===== config.mk =====
export PLATFORM = sky130hd
export DESIGN_NAME = pll_rate_calc
export DESIGN_NICKNAME = d
export VERILOG_FILES = /design/src/rtl/pll_rate_pkg.sv /design/src/rtl/pll_vco_stage.sv /design/src/rtl/pll_postdiv_stage.sv /design/src/rtl/pll_rate_calc.sv
export SDC_FILE = /design/constraint.sdc
export NUM_CORES = 2
export LEC_CHECK = 0
export ABC_AREA = 1
export ABC_CLOCK_PERIOD_IN_PS = 5200
export CAP_MARGIN = 0
export CORE_MARGIN = 3
export CORE_UTILIZATION = 60
export CTS_BUF_LIST = sky130_fd_sc_hd__clkbuf_8
export DETAILED_ROUTE_END_ITERATION = 10
export DONT_BUFFER_PORTS = 1
export GPL_TIMING_DRIVEN = 0
export PLACE_DENSITY_LB_ADDON = 0.05
export SYNTH_ARGS = -nofsm -noshare
export SYNTH_HDL_FRONTEND = slang
export SYNTH_SLANG_ARGS = --single-unit
export TNS_END_PERCENT = 10

===== constraint.sdc =====
create_clock -name clk -period 5.2 [get_ports clk]
set_input_delay 0.78 -clock clk [delete_from_list [all_inputs] [get_ports clk]]
set_output_delay 0.78 -clock clk [all_outputs]
set_load 0.05 [all_outputs]

===== src/rtl/pll_rate_pkg.sv =====
package pll_rate_pkg;
  localparam int CALC_W  = 64;
  localparam int INT_BITS = 7;
  localparam int PD_W    = 3;

  function automatic int frac_bits(input int pcw_w);
    return (pcw_w > INT_BITS) ? pcw_w - INT_BITS : 0;
  endfunction

  // ceiling of x / 2^sh, computed as add-then-shift
  function automatic logic [CALC_W-1:0] pow2_ceil(input logic [CALC_W-1:0] x,
                                                  input int unsigned sh);
    logic [CALC_W-1:0] bias;
    bias = (CALC_W'(1) << sh) - CALC_W'(1);
    return (x + bias) >> sh;
  endfunction
endpackage


===== src/rtl/pll_vco_stage.sv =====
module pll_vco_stage #(
  parameter int REF_W = 32,
  parameter int PCW_W = 22,
  parameter int FRAC_W = 15,
  parameter int VCO_W = 40
) (
  input  logic             clk,
  input  logic             rst_n,
  input  logic             vld_i,
  input  logic [REF_W-1:0] ref_i,
  input  logic [PCW_W-1:0] pcw_i,
  input  logic [2:0]       pd_i,
  output logic             vld_o,
  output logic [VCO_W-1:0] vco_o,
  output logic [2:0]       pd_o
);
  localparam int PROD_W = REF_W + PCW_W;

  logic [PROD_W-1:0] prod;
  logic [VCO_W-1:0]  vco_next;
  logic              frac_nz;

  assign prod = PROD_W'(ref_i) * PROD_W'(pcw_i);

  generate
    if (FRAC_W > 0) begin : g_frac
      assign frac_nz  = |prod[FRAC_W-1:0];
      assign vco_next = VCO_W'(prod[PROD_W-1:FRAC_W]) + VCO_W'(frac_nz);
    end else begin : g_int
      assign frac_nz  = 1'b0;
      assign vco_next = VCO_W'(prod);
    end
  endgenerate

  always_ff @(posedge clk or negedge rst_n) begin
    if (!rst_n) begin
      vld_o <= 1'b0;
      vco_o <= '0;
      pd_o  <= '0;
    end else begin
      vld_o <= vld_i;
      if (vld_i) begin
        vco_o <= vco_next;
        pd_o  <= pd_i;
      end
    end
  end

  // a rounded-up value never falls below the truncated product
  a_r3_round_floor: assert property (@(posedge clk) disable iff (!rst_n)
    vld_i |=> (vco_o >= VCO_W'($past(prod) >> FRAC_W)));
endmodule


===== src/rtl/pll_postdiv_stage.sv =====
module pll_postdiv_stage #(
  parameter int VCO_W = 40,
  parameter int OUT_W = 40
) (
  input  logic             clk,
  input  logic             rst_n,
  input  logic             vld_i,
  input  logic [VCO_W-1:0] vco_i,
  input  logic [2:0]       pd_i,
  output logic             vld_o,
  output logic [OUT_W-1:0] rate_o
);
  import pll_rate_pkg::*;

  logic [OUT_W-1:0] rate_next;

  assign rate_next = OUT_W'(pow2_ceil(CALC_W'(vco_i), int'(pd_i)));

  always_ff @(posedge clk or negedge rst_n) begin
    if (!rst_n) begin
      vld_o  <= 1'b0;
      rate_o <= '0;
    end else begin
      vld_o <= vld_i;
      if (vld_i) rate_o <= rate_next;
    end
  end

  // the divided rate never exceeds the VCO value it came from
  a_r9_no_overflow: assert property (@(posedge clk) disable iff (!rst_n)
    vld_i |=> (CALC_W'(rate_o) <= CALC_W'($past(vco_i))));

  // scaling the result back up covers the VCO value
  a_r5_ceil_covers: assert property (@(posedge clk) disable iff (!rst_n)
    vld_i |=> ((CALC_W'(rate_o) << $past(pd_i)) >= CALC_W'($past(vco_i))));
endmodule


===== src/rtl/pll_rate_calc.sv =====
module pll_rate_calc #(
  parameter int REF_W = 32,
  parameter int PCW_W = 22,
  localparam int FRAC_W = pll_rate_pkg::frac_bits(PCW_W),
  localparam int VCO_W = REF_W + PCW_W - FRAC_W + 1,
  localparam int OUT_W = VCO_W
) (
  input  logic             clk,
  input  logic             rst_n,
  input  logic             start_i,
  input  logic [REF_W-1:0] ref_i,
  input  logic [PCW_W-1:0] pcw_i,
  input  logic [2:0]       pd_sel_i,
  output logic             done_o,
  output logic [OUT_W-1:0] rate_o
);
  logic             vco_valid;
  logic [VCO_W-1:0] vco_val;
  logic [2:0]       vco_pd;

  pll_vco_stage #(
    .REF_W(REF_W), .PCW_W(PCW_W), .FRAC_W(FRAC_W), .VCO_W(VCO_W)
  ) u_vco (
    .clk(clk), .rst_n(rst_n), .vld_i(start_i),
    .ref_i(ref_i), .pcw_i(pcw_i), .pd_i(pd_sel_i),
    .vld_o(vco_valid), .vco_o(vco_val), .pd_o(vco_pd)
  );

  pll_postdiv_stage #(
    .VCO_W(VCO_W), .OUT_W(OUT_W)
  ) u_pdiv (
    .clk(clk), .rst_n(rst_n), .vld_i(vco_valid),
    .vco_i(vco_val), .pd_i(vco_pd),
    .vld_o(done_o), .rate_o(rate_o)
  );

  // done follows a start by exactly two edges
  a_r6_done_latency: assert property (@(posedge clk) disable iff (!rst_n)
    start_i |=> ##1 done_o);

  // done only appears behind a valid middle stage
  a_r6_done_cause: assert property (@(posedge clk) disable iff (!rst_n)
    $rose(done_o) |-> $past(vco_valid));

  // the result only moves with done
  a_r7_hold: assert property (@(posedge clk) disable iff (!rst_n)
    !done_o |-> $stable(rate_o));
endmodule


==> results.md <==
- Outcome: finished, violations left
- Failing checks: setup timing
- Final setup violation count: 42
- Clock Latency Late Sink: 0.41 ns
- Total half-perimeter wirelength after legalization and detailed placement: 96,600 um
- Leading cell types in the layout, fill and taps excluded: nand2_1 (1,383), inv_1 (1,236), fa_1 (572)
- Sink Count: 85
- Number of hold-repair buffers added at the cts stage: 0
- Final worst path period share: 1.33
- Maximum number of pins on one net before global-route repair: 86
- Pins over their slew limit: 0
- Nets: 5,803
- Sort of element at the start of the critical path: input pin
- Placed Cells: 5,589
- Area growth from synthesis to layout: 13.6%
- CP top delay family: adder cells
- Post-route setup slack: -1.71 ns
- Synth Warn #: 0
- DRT Pass-1 Iters: 8
- Required time of the worst setup path: 5.54 ns
- Maxcap violations: 0
- Via count of the first global-routing pass: 30.5k
- Routed via count: 31.6k
- Register-to-Register Path Depth: 21
- Most frequent CP cell: fa_1
- Critical path's largest stage delay: 0.60 ns
- CP endpoint kind: flop
- Synthesis-stage register bit count: 85
- Fmax: 145 MHz
- Number of port buffers: 0
- Master cell of the clock root buffer: clkbuf_8
- CP max-delay cell: fa_1
- Ratio of cells with drive above 1 in the final layout: 0.135
- Avg Synthesized Cell Area: 6.88 sq um
- Min cycle time layout: 6.91 ns
- Most common flop cell mapped by yosys: dfrtp_1
- Critical path data arrival time: 7.25 ns
- Number of flops mapped to enable cells by yosys: 0
- Area of the multi-input gates: 0.0273 sq mm
- Buffering stage count on the worst path with inverters included: 9
- Wire length of the first global-routing pass: 178,000 um
- Overall track demand over capacity in global routing: 0.400
- Detailed Route WL: 117,000 um
- Detail Route Antenna Nets: 0
- Post-Synthesis Net Count: 5,728
- I/O pin count: 101
- Die span in y: 242 um
- Routability Congestion: 1.04
- Critical register-to-register path startpoint: u_vco.pd_o[0]
- Class of the most critical setup path: input pin to flop
- RSZ-0062 raised after global routing: true
- Kind of path behind the tightest hold check: input pin to asynchronous set/reset pin
- Total clock buffers created by CTS: 9
- Number of antenna violations at the first check in global routing: 2
- Worst-Margin Slew: 0.815 ns
- Endpoint of the worst register-to-register path: u_pdiv.rate_o[13]
- Clock-pin slew on the worst setup and hold paths: 0.10 ns
- Cell variety after synth: 53
- Number of buffers between clock root and the deepest sink: 2
- Post-route DRC violation count: 0
- Fraction of synthesis flops using an asynchronous set or reset pin: 1.00
- Die width: 242 um
- Clock tree from TritonCTS: yes
- Critical path fanouts, max: 10
- Routed wire length per instance: 20.6 um
- Post-synthesis cell area: 0.0333 sq mm
- Overall overflow remaining after global route: 0
- Cells after Synth: 4,850
- Total count of hold-check failures in the final report: 0
- Initial Utilization: 0.612
- Slew Limit Headroom: 0.457
- # H-tree levels: 3
- Die outline area: 0.0584 sq mm
- Count of fill cells added during filler insertion: 4,785
- Ratio of routed vias to standard cells: 5.57
- Starting DRT DRC Count: 3,490
- Worst Hold Margin: 0.0530 ns
- Number of standard cells in the layout, taps in and fillers out: 5,669
- Worst setup slack for register-to-register paths: -0.03 ns
- Core region area: 0.0545 sq mm
- Part of the Yosys area used for sequential elements: 0.0638
- Leading cell type in the layout, fill and taps excluded: nand2_1
- Floorplan row count: 85
- Max Clock Skew: 0.0159 ns
- Worst slack after detailed placement: -2.86 ns
- Sequential cell area: 0.00213 sq mm
## timing repair
action | 4_1_cts | 5_1_grt
setup buffers | 31 | 33
cloned | 0 | 0
pin swaps | 88 | 124
gates resized for setup | 322 | 310
endpoints found under the setup margin | 40 | 57
## final cells by class
cell class / count / share of cell area
clock inverters: 6 / 0.00188
plain buffers: 175 / 0.0493
flip-flops and latches: 85 / 0.0562
inverters: 1300 / 0.129
repair buffers: 64 / 0.0148
well taps: 739 / 0.0244
clock buffers: 9 / 0.00327
multi-input cells: 3290 / 0.721
diodes: 1 / 0.0000661
## cell usage after synthesis (3+ instances only)
master       n  area [sq um]
and2_1       3          18.8
o211ai_1     8          60.1
nand2_2     24           150
o21bai_1    13          97.6
or2_2        4          25.0
inv_2       15          56.3
nand3b_1     7          52.6
o21ai_1     13          65.1
xnor2_1     24           210
buf_1       11          41.3
buf_2        8          40.0
nand3_2     13           130
o21ai_0    101           505
nor4_1       9          56.3
dfrtp_1     85          2130
nor2_2      25           156
a21oi_1     92           460
nand3_1    297          1490
a31oi_1     14          87.6
clkbuf_1   156           586
xor2_1      22           193
clkinv_1     3          11.3
nor2_1     187           702
nor2_4      12           135
nand4_1     38           238
nand3_4      3          52.6
mux2i_1      5          50.1
nor3_1      11          55.1
o21a_1       5          37.5
fa_1       598         12000
ha_1       220          2750
nand2_1   1517          5690
inv_1     1282          4810
## sequential cells by signal (all words and copies together) (netlist names)
signal / cells
u_vco.vld_o: 1
u_vco.vco_o: 40
u_pdiv.rate_o: 40
u_vco.pd_o: 3
u_pdiv.vld_o: 1
## worst max-delay path by stage
stage / from / to / slack (ns) / depth (start not counted)
CTS: pcw_i[6] / u_vco.vco_o[24] / -1.63 / 32
detailed placement: pcw_i[12] / u_vco.vco_o[27] / -2.86 / 33
finish: ref_i[11] / u_vco.vco_o[32] / -1.71 / 34
global placement: pcw_i[13] / u_vco.vco_o[26] / -2.79 / 26
global route: ref_i[5] / u_vco.vco_o[33] / -1.86 / 35
floorplan: pcw_i[1] / u_vco.vco_o[26] / -1.47 / 31
## kinds of logic (layout without fill, tap and decap cells)
| kind of cell | Yosys count | in the layout | synth area share |
|---|---|---|---|
| mux | 5 | 5 | 0.00150 |
| fa+ha+maj | 818 | 818 | 0.442 |
| simple gates | 2160 | 2160 | 0.272 |
| xor+xnor | 47 | 47 | 0.0126 |
| buf+inv | 1475 | 1554 | 0.166 |
| other cells | 0 | 1 | 0 |
| compound gates | 260 | 260 | 0.0428 |
| flops | 85 | 85 | 0.0638 |
## per-layer routing
metal  part of all wire  track usage  wire, um
met5            0.00053            0        62
met4              0.044        0.143      5160
met3               0.15        0.138     17300
met2               0.40        0.554     46700
met1               0.41        0.582     47600
## through the flow
stage	utilization	setup TNS, ns	area, sq um
6_report	0.696	-59.28	37900
5_1_grt	0.696	-70.45	37900
4_1_cts	0.674	-57.39	36700
3_5_place_dp	0.642	-98.61	35000
3_3_place_gp	0.642	-97.06	35000
2_1_floorplan	-	-52.50	34000
Power is left out: the tool's default activity adds up to more than one toggle a clock period on the data nets, which glitch-free logic cannot reach.
